$ cat config.mk
export PLATFORM = sky130hd
export DESIGN_NAME = sram_timing_monitor
export DESIGN_NICKNAME = d
export VERILOG_FILES = /design/src/rtl/sram_mon_pkg.sv /design/src/rtl/sram_mode_decode.sv /design/src/rtl/sram_write_tracker.sv /design/src/rtl/sram_cycle_tracker.sv /design/src/rtl/sram_timing_monitor.sv
export SDC_FILE = /design/constraint.sdc
export NUM_CORES = 1
export LEC_CHECK = 0
export BUFFER_PORTS_ARGS = -buffer_cell sky130_fd_sc_hd__buf_2
export CAP_MARGIN = 40
export CELL_PAD_IN_SITES_DETAIL_PLACEMENT = 0
export CELL_PAD_IN_SITES_GLOBAL_PLACEMENT = 2
export CORE_UTILIZATION = 36
export DETAILED_ROUTE_END_ITERATION = 10
export GPL_ROUTABILITY_DRIVEN = 0
export HOLD_SLACK_MARGIN = 0.12
export PLACE_DENSITY = 0.76
export SYNTH_ARGS = -nofsm -noshare
export SYNTH_HDL_FRONTEND = slang
export SYNTH_SLANG_ARGS = --single-unit
$ cat constraint.sdc
create_clock -name clk -period 4.6 [get_ports clk]
set_clock_uncertainty 0.2 [all_clocks]
set_input_delay 0 -clock clk [delete_from_list [all_inputs] [get_ports clk]]
set_output_delay 0 -clock clk [all_outputs]
set_load 0.02 [all_outputs]
$ cat src/rtl/sram_mon_pkg.sv
`timescale 1ns/1ps
package sram_mon_pkg;

  typedef enum logic [2:0] {
    M_IDLE   = 3'd0,
    M_OFF    = 3'd1,
    M_WR_LO  = 3'd2,
    M_WR_HI  = 3'd3,
    M_WR_ALL = 3'd4,
    M_RD_LO  = 3'd5,
    M_RD_HI  = 3'd6,
    M_RD_ALL = 3'd7
  } acc_mode_t;

  typedef enum logic [1:0] {
    K_NONE    = 2'd0,
    K_CHIPSEL = 2'd1,
    K_WRSTB   = 2'd2,
    K_BYTE    = 2'd3
  } wr_kind_t;

  typedef enum logic [3:0] {
    E_NONE       = 4'd0,
    E_ADDR_MOVE  = 4'd1,
    E_CS_WIDTH   = 4'd2,
    E_WE_WIDTH   = 4'd3,
    E_BE_WIDTH   = 4'd4,
    E_DATA_SETUP = 4'd5,
    E_WR_CYCLE   = 4'd6,
    E_RD_CYCLE   = 4'd7,
    E_WE_IN_READ = 4'd8
  } err_code_t;

  localparam int unsigned NUM_CHECKS = 8;

endpackage

$ cat src/rtl/sram_mode_decode.sv
`timescale 1ns/1ps
module sram_mode_decode
  import sram_mon_pkg::*;
(
  input  logic      cs_n,
  input  logic      we_n,
  input  logic      oe_n,
  input  logic      lb_n,
  input  logic      ub_n,
  output acc_mode_t mode,
  output logic      be_act,
  output logic      wr_act,
  output logic      rd_act
);

  logic [1:0] lane;

  always_comb begin
    be_act = ~lb_n | ~ub_n;
    wr_act = ~cs_n & ~we_n & be_act;
    rd_act = ~cs_n & we_n & ~oe_n & be_act;
    // lane 0: low byte only, 1: high byte only, 2: both bytes
    case ({lb_n, ub_n})
      2'b01:   lane = 2'd0;
      2'b10:   lane = 2'd1;
      default: lane = 2'd2;
    endcase
    if (cs_n)               mode = M_IDLE;
    else if (!be_act)       mode = M_OFF;
    else if (!we_n)         mode = acc_mode_t'(3'd2 + {1'b0, lane});
    else if (!oe_n)         mode = acc_mode_t'(3'd5 + {1'b0, lane});
    else                    mode = M_OFF;
  end

endmodule

$ cat src/rtl/sram_write_tracker.sv
`timescale 1ns/1ps
module sram_write_tracker
  import sram_mon_pkg::*;
#(
  parameter int unsigned ADDR_W = 18,
  parameter int unsigned DATA_W = 16,
  parameter int unsigned CNT_W  = 8,
  parameter int unsigned T_CW   = 15,
  parameter int unsigned T_WP   = 14,
  parameter int unsigned T_BW   = 15,
  parameter int unsigned T_DS   = 9
)(
  input  logic              clk,
  input  logic              rst_n,
  input  logic              cs_n,
  input  logic              we_n,
  input  logic              wr_act,
  input  logic              prv_cs_n,
  input  logic              prv_we_n,
  input  logic              prv_wr,
  input  logic [ADDR_W-1:0] addr,
  input  logic [ADDR_W-1:0] prv_addr,
  input  logic [DATA_W-1:0] data,
  input  logic [DATA_W-1:0] prv_data,
  output wr_kind_t          kind,
  output logic              close,
  output logic              v_move,
  output logic              v_cs,
  output logic              v_we,
  output logic              v_be,
  output logic              v_setup
);

  localparam logic [CNT_W-1:0] LIM_CW = CNT_W'(T_CW);
  localparam logic [CNT_W-1:0] LIM_WP = CNT_W'(T_WP);
  localparam logic [CNT_W-1:0] LIM_BW = CNT_W'(T_BW);
  localparam logic [CNT_W-1:0] LIM_DS = CNT_W'(T_DS);

  logic             win_open;
  logic             short_win;
  wr_kind_t         kind_q, kind_d;
  logic [CNT_W-1:0] wid_q, wid_d, dsu_q, dsu_d, lim;

  always_comb begin
    win_open = wr_act & ~prv_wr;
    close    = ~wr_act & prv_wr;
    kind_d   = kind_q;
    wid_d    = wid_q;
    if (win_open) begin
      wid_d = CNT_W'(1);
      if (~cs_n & prv_cs_n)      kind_d = K_CHIPSEL;
      else if (~we_n & prv_we_n) kind_d = K_WRSTB;
      else                       kind_d = K_BYTE;
    end else if (wr_act && wid_q != '1) begin
      wid_d = wid_q + 1'b1;
    end
    if (data != prv_data)  dsu_d = CNT_W'(1);
    else if (dsu_q != '1)  dsu_d = dsu_q + 1'b1;
    else                   dsu_d = dsu_q;
    case (kind_q)
      K_CHIPSEL: lim = LIM_CW;
      K_WRSTB:   lim = LIM_WP;
      default:   lim = LIM_BW;
    endcase
    short_win = close & (wid_q < lim);
    v_cs      = short_win & (kind_q == K_CHIPSEL);
    v_we      = short_win & (kind_q == K_WRSTB);
    v_be      = short_win & (kind_q == K_BYTE);
    v_setup   = close & (dsu_q < LIM_DS);
    v_move    = wr_act & prv_wr & (addr != prv_addr);
    kind      = kind_q;
  end

  always_ff @(posedge clk or negedge rst_n) begin
    if (!rst_n) begin
      kind_q <= K_NONE;
      wid_q  <= '0;
      dsu_q  <= '0;
    end else begin
      kind_q <= kind_d;
      wid_q  <= wid_d;
      dsu_q  <= dsu_d;
    end
  end

  a_r3_kind_named: assert property (@(posedge clk) disable iff (!rst_n)
    win_open |=> kind_q != K_NONE);
  a_r2_width_restarts: assert property (@(posedge clk) disable iff (!rst_n)
    win_open |=> wid_q == CNT_W'(1));

endmodule

$ cat src/rtl/sram_cycle_tracker.sv
`timescale 1ns/1ps
module sram_cycle_tracker
  import sram_mon_pkg::*;
#(
  parameter int unsigned ADDR_W = 18,
  parameter int unsigned CNT_W  = 8,
  parameter int unsigned T_WC   = 18,
  parameter int unsigned T_RC   = 18
)(
  input  logic              clk,
  input  logic              rst_n,
  input  logic              cs_n,
  input  logic              we_n,
  input  logic              prv_we_n,
  input  logic              rd_act,
  input  logic              wr_act,
  input  logic [ADDR_W-1:0] addr,
  input  logic [ADDR_W-1:0] prv_addr,
  output logic              rd_done,
  output logic              v_wc,
  output logic              v_rc,
  output logic              v_we_rd
);

  localparam logic [CNT_W-1:0] LIM_WC = CNT_W'(T_WC);
  localparam logic [CNT_W-1:0] LIM_RC = CNT_W'(T_RC);

  logic             addr_chg;
  logic             rd_q;
  logic             seen_rd_q, seen_rd_d, seen_wr_q, seen_wr_d;
  logic [CNT_W-1:0] per_q, per_d;

  always_comb begin
    addr_chg  = addr != prv_addr;
    rd_done   = rd_q & ~rd_act;
    v_wc      = addr_chg & seen_wr_q & (per_q < LIM_WC);
    v_rc      = addr_chg & ~seen_wr_q & seen_rd_q & (per_q < LIM_RC);
    v_we_rd   = ~addr_chg & ~cs_n & ~we_n & prv_we_n & seen_rd_q;
    seen_rd_d = (seen_rd_q & ~addr_chg) | rd_act;
    seen_wr_d = (seen_wr_q & ~addr_chg) | wr_act;
    if (addr_chg)          per_d = CNT_W'(1);
    else if (per_q != '1)  per_d = per_q + 1'b1;
    else                   per_d = per_q;
  end

  always_ff @(posedge clk or negedge rst_n) begin
    if (!rst_n) begin
      rd_q      <= 1'b0;
      seen_rd_q <= 1'b0;
      seen_wr_q <= 1'b0;
      per_q     <= '0;
    end else begin
      rd_q      <= rd_act;
      seen_rd_q <= seen_rd_d;
      seen_wr_q <= seen_wr_d;
      per_q     <= per_d;
    end
  end

  a_r7_period_restarts: assert property (@(posedge clk) disable iff (!rst_n)
    addr_chg |=> per_q == CNT_W'(1));
  a_r8_read_remembered: assert property (@(posedge clk) disable iff (!rst_n)
    rd_act |=> seen_rd_q);

endmodule

$ cat src/rtl/sram_timing_monitor.sv
`timescale 1ns/1ps
module sram_timing_monitor
  import sram_mon_pkg::*;
#(
  parameter int unsigned ADDR_W  = 18,
  parameter int unsigned DATA_W  = 16,
  parameter int unsigned COUNT_W = 16,
  parameter int unsigned CNT_W   = 8,
  parameter int unsigned T_WC    = 18,
  parameter int unsigned T_CW    = 15,
  parameter int unsigned T_WP    = 14,
  parameter int unsigned T_BW    = 15,
  parameter int unsigned T_DS    = 9,
  parameter int unsigned T_RC    = 18
)(
  input  logic               clk,
  input  logic               rst_n,
  input  logic               clr,
  input  logic               cs_n,
  input  logic               we_n,
  input  logic               oe_n,
  input  logic               lb_n,
  input  logic               ub_n,
  input  logic [ADDR_W-1:0]  addr,
  input  logic [DATA_W-1:0]  dq_in,
  output logic [2:0]         mode,
  output logic [1:0]         wr_kind,
  output logic               err_flag,
  output logic [3:0]         err_code,
  output logic [COUNT_W-1:0] rd_count,
  output logic [COUNT_W-1:0] wr_count
);

  logic [1:0] rst_pipe;
  logic       srst_n;

  always_ff @(posedge clk or negedge rst_n) begin
    if (!rst_n) rst_pipe <= 2'b00;
    else        rst_pipe <= {rst_pipe[0], 1'b1};
  end
  assign srst_n = rst_pipe[1];

  acc_mode_t dec_mode, mode_q;
  logic      be_act, wr_act, rd_act;

  sram_mode_decode u_dec (
    .cs_n(cs_n), .we_n(we_n), .oe_n(oe_n), .lb_n(lb_n), .ub_n(ub_n),
    .mode(dec_mode), .be_act(be_act), .wr_act(wr_act), .rd_act(rd_act)
  );

  logic              prv_cs_n, prv_we_n, prv_wr;
  logic [ADDR_W-1:0] prv_addr;
  logic [DATA_W-1:0] prv_data;

  wr_kind_t kind;
  logic     wr_done, rd_done;
  logic     v_move, v_cs, v_we, v_be, v_setup, v_wc, v_rc, v_we_rd;

  sram_write_tracker #(
    .ADDR_W(ADDR_W), .DATA_W(DATA_W), .CNT_W(CNT_W),
    .T_CW(T_CW), .T_WP(T_WP), .T_BW(T_BW), .T_DS(T_DS)
  ) u_wr (
    .clk(clk), .rst_n(srst_n), .cs_n(cs_n), .we_n(we_n), .wr_act(wr_act),
    .prv_cs_n(prv_cs_n), .prv_we_n(prv_we_n), .prv_wr(prv_wr),
    .addr(addr), .prv_addr(prv_addr), .data(dq_in), .prv_data(prv_data),
    .kind(kind), .close(wr_done), .v_move(v_move), .v_cs(v_cs),
    .v_we(v_we), .v_be(v_be), .v_setup(v_setup)
  );

  sram_cycle_tracker #(
    .ADDR_W(ADDR_W), .CNT_W(CNT_W), .T_WC(T_WC), .T_RC(T_RC)
  ) u_cyc (
    .clk(clk), .rst_n(srst_n), .cs_n(cs_n), .we_n(we_n), .prv_we_n(prv_we_n),
    .rd_act(rd_act), .wr_act(wr_act), .addr(addr), .prv_addr(prv_addr),
    .rd_done(rd_done), .v_wc(v_wc), .v_rc(v_rc), .v_we_rd(v_we_rd)
  );

  // bit i of viol corresponds to error code i+1
  logic [NUM_CHECKS-1:0] viol;
  err_code_t             first_code, err_code_q, err_code_d;
  logic                  err_flag_q, err_flag_d;
  logic [COUNT_W-1:0]    rd_cnt_q, rd_cnt_d, wr_cnt_q, wr_cnt_d;

  always_comb begin
    viol = {v_we_rd, v_rc, v_wc, v_setup, v_be, v_we, v_cs, v_move};
    first_code = E_NONE;
    for (int i = NUM_CHECKS - 1; i >= 0; i--) begin
      if (viol[i]) first_code = err_code_t'(4'(i + 1));
    end
    err_flag_d = err_flag_q;
    err_code_d = err_code_q;
    if (clr) begin
      err_flag_d = 1'b0;
      err_code_d = E_NONE;
    end else if (|viol) begin
      err_flag_d = 1'b1;
      if (!err_flag_q) err_code_d = first_code;
    end
    rd_cnt_d = (rd_done && rd_cnt_q != '1) ? rd_cnt_q + 1'b1 : rd_cnt_q;
    wr_cnt_d = (wr_done && wr_cnt_q != '1) ? wr_cnt_q + 1'b1 : wr_cnt_q;
  end

  always_ff @(posedge clk or negedge srst_n) begin
    if (!srst_n) begin
      prv_cs_n   <= 1'b1;
      prv_we_n   <= 1'b1;
      prv_wr     <= 1'b0;
      prv_addr   <= '0;
      prv_data   <= '0;
      mode_q     <= M_IDLE;
      err_flag_q <= 1'b0;
      err_code_q <= E_NONE;
      rd_cnt_q   <= '0;
      wr_cnt_q   <= '0;
    end else begin
      prv_cs_n   <= cs_n;
      prv_we_n   <= we_n;
      prv_wr     <= wr_act;
      prv_addr   <= addr;
      prv_data   <= dq_in;
      mode_q     <= dec_mode;
      err_flag_q <= err_flag_d;
      err_code_q <= err_code_d;
      rd_cnt_q   <= rd_cnt_d;
      wr_cnt_q   <= wr_cnt_d;
    end
  end

  assign mode     = mode_q;
  assign wr_kind  = kind;
  assign err_flag = err_flag_q;
  assign err_code = err_code_q;
  assign rd_count = rd_cnt_q;
  assign wr_count = wr_cnt_q;

  a_r10_code_held: assert property (@(posedge clk) disable iff (!srst_n)
    (err_flag_q && !clr) |=> err_code_q == $past(err_code_q));
  a_r10_code_needs_flag: assert property (@(posedge clk) disable iff (!srst_n)
    (err_code_q != E_NONE) |-> err_flag_q);
  a_r11_wr_saturates: assert property (@(posedge clk) disable iff (!srst_n)
    (wr_cnt_q == '1) |=> wr_cnt_q == '1);
  a_r11_rd_saturates: assert property (@(posedge clk) disable iff (!srst_n)
    (rd_cnt_q == '1) |=> rd_cnt_q == '1);

endmodule

==> results.tsv, run 1 <==
stage	metric	value	unit
run_status	status	finished clean	
cells_and_area	fin_nets	649	
global_route	grt_pass1_wl	18650	um
sta	rsz0062_at_grt	no	
worst_setup_path	critPathLaunchType	input port	
power_and_ir_drop	p_sw	0.6635	mW
clock_tree	clock_latency	350	ps
cells_and_area	fillers	1183	
sta	fmax	380.6	MHz
cells_and_area	drive_gt1_share	19.73	%
global_route	grt.total_usage	16.95	%
sta	max_slew.worst_pin.slew	709.0	ps
power_and_ir_drop	p_clk_share	35.1	%
global_route	grt_pass1_vias	3789	
place	dpl.hpwl	7236	um
synth	avgSynthCellArea	11.29	um^2
power_and_ir_drop	p_total	2.322	mW
worst_setup_path	cp_slowest_stage_delay	600	ps
power_and_ir_drop	switching_share	28.57	%
sta	post-route-period-util	57.13	%
sta	fin_tns_setup	0	ps
worst_setup_path	required	4690	ps
sta	hold_viol_final	0	
place	place_inst	680	
worst_setup_path	path_cells	dlygate4sd3_1 -> buf_2 -> inv_1 -> ha_1 -> a21o_1 -> dlygate4sd3_1 -> a2111oi_0 -> dlygate4sd3_1	
clock_tree	clk_path_buf_depth	2	
synth	synth.distinct_cells	54	
clock_tree	cts_setup_buffers	0	
synth	synth_edf_count	0	
sta	fin_crit	2628	ps
worst_setup_path	crit_path_frequent_cell	dlygate4sd3_1	
cells_and_area	multi_input_area	0.002044	mm^2
floorplanning	ios	84	
clock_tree	cts_tree	built	
clock_tree	path_clk_slew	70	ps
power_and_ir_drop	intPower	1.659	mW
cells_and_area	finalNonFillerCells	775	
clock_tree	cts_resized	0	
clock_tree	clock_sinks	108	
floorplanning	die_h	117.7	um
floorplanning	fp.dieArea	0.01385	mm^2
synth	async_flop_share	100.0	%
worst_setup_path	crit_slowest_cell	dlygate4sd3_1	
worst_setup_path	arrival	2720	ps
floorplanning	start_util	37.58	%
sta	slew_headroom	52.56	%
cells_and_area	syn2layout_area_growth	36.47	%
route	wl_per_cell	13.82	um
route	routed_via_density	4.717	
route	drtIter0Drc	195	
run	max_cap_viol_count	0	
worst_setup_path	crit_family	buffers and inverters	
floorplanning	core	0.01282	mm^2
worst_setup_path	cp.buffers_inverters	5	
power_and_ir_drop	pwr-share-seq	48.2	%
global_route	antenna_found_initial	0	
worst_setup_path	crit_type	input port to flop	
route	dr.pass1.iters	4	
synth	seq_area_frac_synth	56.13	%
route	vias	3656	
clock_tree	cts_max_level	3	
power_and_ir_drop	leakagePower	3.000	nW
cells_and_area	diodes	0	
floorplanning	rows	41	
worst_setup_path	critPathCaptureType	flop	
sta	drv_slew	0	
clock_tree	cts_root_buf	clkbuf_16	
worst_hold_path	hp-class	input port to flop	
route	wirelength	10710	um
synth	ys_seq_elements	108	
synth	syn_nets	478	
clock_tree	cts_buffers	9	
power_and_ir_drop	power_frac_comb	16.7	%
synth	yosys_warnings	0	
synth	synthCells	427	
route	drc	0	
worst_setup_path	cp_max_fo	3	
power_and_ir_drop	powerDensity	353.1	mW/mm^2
global_route	grt_max_degree	63	
cells_and_area	seqCellArea	0.002709	mm^2
power_and_ir_drop	vdd_drop_max	0.0003226	V
sta	setup_viol	0	
synth	syn_area	0.004820	mm^2
place	io_buffer_count	83	
synth	ys.flop_type	dfrtp_1	
route	ant_nets	0	
floorplanning	die_x	117.7	um
global_route	grt-ovfl-total	0	
-- kinds of logic after synthesis --
group	share of synthesized area, %
compound gates	6.958
xor+xnor	13.63
fa+ha+maj	2.336
buf+inv	1.454
flops	56.13
mux	1.713
other cells	0.07781
simple gates	17.71
-- registers in the layout, summed over array words and instances, names as in the netlist, 2 cells and up --
name and cells:
prv_addr 18, prv_data 16, rd_count 16, wr_count 16, u_cyc.per_q 8, u_wr.dsu_q 8
u_wr.wid_q 8, err_code 4, mode 3, rst_pipe 2, u_wr.kind 2
-- final timing paths --
path	startpoint	to	slack [ps]	cells past startpoint
worst max-delay path	lb_n	mode[2]$_DFF_PN0_	1970	8
worst min-delay path	addr[0]	prv_addr[0]$_DFF_PN0_	140	2
worst max register to register	prv_addr[16]$_DFF_PN0_	err_code[2]$_DFFE_PN0P_	2230	6
worst min register to register	rst_pipe[1]$_DFF_PN0_	prv_addr[14]$_DFF_PN0_	170	1
max in group asynchronous	rst_pipe[1]$_DFF_PN0_	prv_data[10]$_DFF_PN0_	3280	1
min in group asynchronous	rst_pipe[1]$_DFF_PN0_	prv_addr[14]$_DFF_PN0_	170	1
-- cells in the mapped netlist (3+ instances only) --
master    instances  area [um^2]
dfrtp_1         106         2653
nor2_1           37        138.9
a21o_1            3        22.52
xor2_1           37        324.1
nor3_1            7        35.03
nor4_1            6        37.54
and2_1            3        18.77
inv_1            13        48.80
or3_1             4        25.02
xnor2_1          38        332.8
and3_1            5        31.28
o31ai_1           3        22.52
nand3_1          21        105.1
nor2b_1           3        18.77
nand2b_1          8        50.05
o21ai_0           9        45.04
a31oi_1           3        18.77
and4_1            4        35.03
ha_1              9        112.6
nand2_1          38        142.6
nand4_1          14        87.58
a21oi_1          10        50.05
mux2i_1           6        60.06
-- area by class of cell --
type,instances,share of cell area [%]
inverter,14,0.7989
sequential,108,41.18
timing repair buffer,164,18.87
clock inverter,6,1.160
tap,172,3.272
multi-input combinational,301,31.08
clock buffer,10,3.633
-- stage by stage --
stage	area, um^2	utilization (%)	hold slack, ps	setup WS, ps
floorplan	4820	-	-495.6	1172
global placement	5444	42.45	-414.5	2263
detailed placement	5472	42.66	-408.6	2227
CTS	6578	51.29	120.5	1980
global route	6578	51.29	121.7	1807
finish	6578	51.29	141.6	1972
-- what timing repair did --
item / 4_1_cts / 5_1_grt
hold endpoints to repair: 61 / 0
hold buffers: 79 / 0
setup endpoints to repair: 0 / 0
-- placed cells by master, fill, tap and decap left out, drive strengths merged, types with 10 or more instances in the layout --
cell type,instances
nand3,21
inv,18
xor2,37
nand4,14
buf,85
clkbuf,10
nor3,11
a21oi,10
nor2,37
dfrtp,106
dlygate4sd3,79
nand2,38
xnor2,38
-- layer usage --
metal / vias to the layer above / share of wire (%) / GRT usage (%)
li1: 1820 / - / -
met1: 1754 / 47 / 21.94
met2: 70 / 47 / 27.02
met3: 12 / 4.9 / 4.990
met4: 0 / 1.4 / 5.769
met5: - / 0 / 0
-- power groups by stage --
stage / logic, mW / clock network, mW / registers, mW
after floorplan: 0.148 / 0 / 1.20
after global placement: 0.324 / 0 / 1.14
after detailed placement: 0.335 / 0 / 1.14
after CTS: 0.392 / 0.848 / 1.12
after global routing: 0.429 / 0.884 / 1.13
final: 0.388 / 0.815 / 1.12
No activity file was read; power rests on OpenSTA's default activity.
==> inputs of run 2 (changes only) <==
- ABC_AREA: default -> 1
- CORE_UTILIZATION: 36 -> 34
- clock period: 4.6 -> 2.7 ns (I/O delays scaled with it)
==> run 2 against run 1 <==
- combinational power is 85% higher
- total power is 68% higher
- largest power group unchanged
- the run now ends with DRC left
- sequential cell count stayed put
- critical path type unchanged
==> results.tsv, run 2 <==
stage	metric	value	unit	change
route	drtIter0Drc	147		-25%
floorplanning	fp.dieArea	0.01575	mm^2	+14%
clock_tree	path_clk_slew	70	ps	about the same
route	drc	7		+7
synth	synth_edf_count	0		unchanged
synth	synth_simple_gate_area_share	25.26	%	+7.6 points
sta	drv_slew	0		unchanged
synth	synth.distinct_cells	36		-33%
floorplanning	die_h	125.5	um	+6.6%
worst_setup_path	crit_slowest_cell	dlygate4sd3_1		
run_status	status	finished, violations left		
sta	fmax	378.3	MHz	
cells_and_area	syn2layout_area_growth	34.21	%	
cells_and_area	fin_util	47.35	%	-3.9 points
floorplanning	rows	44		+7.3%
floorplanning	ios	84		unchanged
clock_tree	clk_path_buf_depth	2		unchanged
synth	synth_xor_area_share	7.937	%	-5.7 points
synth	synth_top_area_share	51.15	%	-3.9 points
synth	async_flop_share	100.0	%	unchanged
global_route	grt.total_usage	16.20	%	-0.75 points
global_route	antenna_found_initial	0		unchanged
synth	synth_compound_area_share	5.380	%	-1.6 points
global_route	grt-ovfl-total	0		unchanged
place	dpl.hpwl	7915	um	+9.4%
route	wirelength	11620	um	+8.5%
cells_and_area	largest_reg_flops	18		unchanged
power_and_ir_drop	intPower	2.722	mW	+64%
power_and_ir_drop	p_clk_share	33.0	%	-2.1 points
clock_tree	cts_root_buf	clkbuf_16		
worst_setup_path	required	2790	ps	-1900 ps
clock_tree	cts_tree	built		
run	max_cap_viol_count	0		unchanged
worst_setup_path	cp.buffers_inverters	5		unchanged
synth	synth_top_area_cell	dfrtp_1		
clock_tree	cts_buffers	9		unchanged
global_route	met3_usage	4.450	%	-0.54 points
worst_setup_path	crit_path_frequent_cell	dlygate4sd3_1		
worst_setup_path	cp-startpoint	ub_n		
sta	fin_crit	2643	ps	
run_status	violations	DRC		
worst_hold_path	min-delay-start	lb_n		
floorplanning	core	0.01470	mm^2	+15%
power_and_ir_drop	vdd_drop_max	0.0003082	V	-4.5%
global_route	grt_pass1_vias	4343		+15%
power_and_ir_drop	p_sw	1.173	mW	+77%
worst_setup_path	critPathLaunchType	input port		
synth	seq_area_frac_synth	52.16	%	-4.0 points
worst_setup_path	cp_slowest_stage_delay	550	ps	-50 ps
cells_and_area	top_register	prv_addr		
sta	post-route-period-util	97.91	%	
floorplanning	start_util	35.28	%	-2.3 points
synth	synthTopCellsByArea	dfrtp_1 (51%), nand2_1 (8.5%), inv_1 (6.3%), nor2_1 (4.6%), xnor2_1 (4.6%)		
route	vias	4239		+16%
power_and_ir_drop	powerDensity	559.7	mW/mm^2	+59%
worst_setup_path	path_cells	dlygate4sd3_1 -> buf_2 -> ha_1 -> dlygate4sd3_1 -> o21ai_1 -> nand2_1 -> dlygate4sd3_1 -> nor2_1 -> dlygate4sd3_1		
global_route	grt_pass1_wl	20380	um	+9.2%
synth	netlist_top_cells_count	nand2_1 (118), dfrtp_1 (106), inv_1 (87)		
worst_setup_path	cp_max_fo	3		unchanged
power_and_ir_drop	switching_share	30.11	%	+1.5 points
sta	setup_viol	0		unchanged
global_route	use_met1	20.37	%	-1.6 points
cells_and_area	fin_nets	812		+25%
global_route	met2_usage	27.55	%	+0.53 points
synth	syn_nets	637		+33%
synth	yosys_warnings	0		unchanged
route	dr.pass1.iters	7		+3
power_and_ir_drop	leakagePower	3.445	nW	+15%
synth	avgSynthCellArea	8.850	um^2	-22%
worst_hold_path	hp-class	input port to flop		
synth	synth.area.mux_share	0.2171	%	-1.5 points
power_and_ir_drop	pwr-share-seq	48.6	%	+0.4 points
cells_and_area	final_common_cell	nand2_1		
power_and_ir_drop	power_frac_comb	18.4	%	+1.7 points
global_route	grt_max_degree	87		+38%
synth	ys.flop_type	dfrtp_1		
worst_setup_path	critPathCaptureType	flop		
sta	hold_viol_final	0		unchanged
worst_setup_path	crit_family	buffers and inverters		
cells_and_area	diodes	0		unchanged
synth	synthCells	586		+37%
cells_and_area	most-common-layout-cells	nand2_1 (118), dfrtp_1 (105), inv_1 (87)		
synth	synth_top_family_by_area	simple AND/OR/NAND/NOR gates		
route	wl_per_cell	12.23	um	-11%
route	routed_via_density	4.462		-5.4%
synth	yosysMostFrequentCell	nand2_1		
worst_setup_path	crit_type	input port to flop		
global_route	top_usage_layer	met2		
clock_tree	clock_latency	360	ps	about the same
route	ant_nets	0		unchanged
synth	syn_area	0.005186	mm^2	+7.6%
synth	ys_seq_elements	108		unchanged
sta	rsz0062_at_grt	no		
place	io_buffer_count	83		unchanged
floorplanning	die_x	125.5	um	+6.6%
synth	yosys.area_share.adder	2.171	%	-0.17 points
clock_tree	clock_sinks	108		unchanged
clock_tree	cts_max_level	3		unchanged
cells_and_area	drive_gt1_share	18.54	%	-1.2 points
sta	fin_tns_setup	0	ps	unchanged
worst_setup_path	r2r-start	prv_addr[10]$_DFF_PN0_		
worst_setup_path	arrival	2740	ps	+20 ps
[run 2: cell types whose count changed after synthesis, sizes merged, moves of 6 or more]
| cell | delta |
|---|---|
| a21oi | +9 |
| nand2b | -8 |
| mux2i | -6 |
| nor3 | +6 |
| nand3 | +17 |
| inv | +79 |
| nand2 | +88 |
| nor2 | +36 |
| o21ai | +11 |
| xnor2 | -11 |
| xor2 | -17 |
[run 2: area by class of cell]
| cell class | count | area [um^2] |
|---|---|---|
| fill | 1408 | 7739 |
| clock inverter | 6 | 46.29 |
| sequential | 108 | 2709 |
| tap | 184 | 230.2 |
| multi-input combinational | 384 | 2128 |
| clock buffer | 10 | 239.0 |
| timing repair buffer | 165 | 1259 |
| inverter | 93 | 349.1 |
[run 2: through the flow]
| step | instance area (um^2) | power (mW) | setup WS (ps) | std cells | hold slack, ps |
|---|---|---|---|---|---|
| detailed placement | 5852 | 2.555 | 521.9 | 853 | -411.9 |
| global route | 6960 | 4.121 | 1.426 | 950 | 129.9 |
| finish | 6960 | 3.895 | 56.56 | 950 | 86.88 |
| floorplan | 5187 | 2.310 | 693.3 | 586 | -495.6 |
| CTS | 6948 | 3.963 | 24.67 | 950 | 123.5 |
| global placement | 5852 | 2.543 | 569.5 | 853 | -412.7 |
[run 2: final timing paths]
check	to	slack [ps]	cells past startpoint
worst min register to register	wr_count[10]$_DFFE_PN0P_	160	1
worst max-delay path	mode[1]$_DFF_PN0_	60	9
min in group asynchronous	wr_count[10]$_DFFE_PN0P_	160	1
worst max register to register	err_code[1]$_DFFE_PN0P_	540	12
max in group asynchronous	prv_data[0]$_DFF_PN0_	1340	2
worst min-delay path	mode[2]$_DFF_PN0_	90	5
[run 2: cell families after synthesis]
logic type	Yosys count
AND/OR/NAND/NOR	276
flip-flops	108
buffers and inverters	94
AO/OA/AOI/OAI	50
XOR/XNOR	47
adder cells (fa/ha/maj)	9
other	1
multiplexers	1
[run 2: worst register-to-register path: cells and delay by family, from the launching register on]
| kind | cells | cell delay [ps] |
|---|---|---|
| simple gates | 12 | 1470 |
| flops | 1 | 380 |
[run 2: routing by layer]
metal	share of wire [%]	vias to the layer above
met5	0	-
met4	0.93	0
met3	3.9	6
met2	48	52
met1	47	1986
li1	-	2195
[run 2: power groups by stage]
| stage | logic, mW | clock network [mW] | registers, mW |
|---|---|---|---|
| 3_5_place_dp | 0.624 | 0 | 1.93 |
| 3_3_place_gp | 0.619 | 0 | 1.92 |
| 2_1_floorplan | 0.277 | 0 | 2.03 |
| 5_1_grt | 0.805 | 1.40 | 1.92 |
| 4_1_cts | 0.725 | 1.35 | 1.89 |
| 6_report | 0.718 | 1.29 | 1.89 |
[run 2: what timing repair did]
item,4_1_cts,5_1_grt
hold buffers,81,0
setup endpoints to repair,0,1
resized for setup,0,2
setup buffers,0,0
endpoints found under the hold margin,88,0
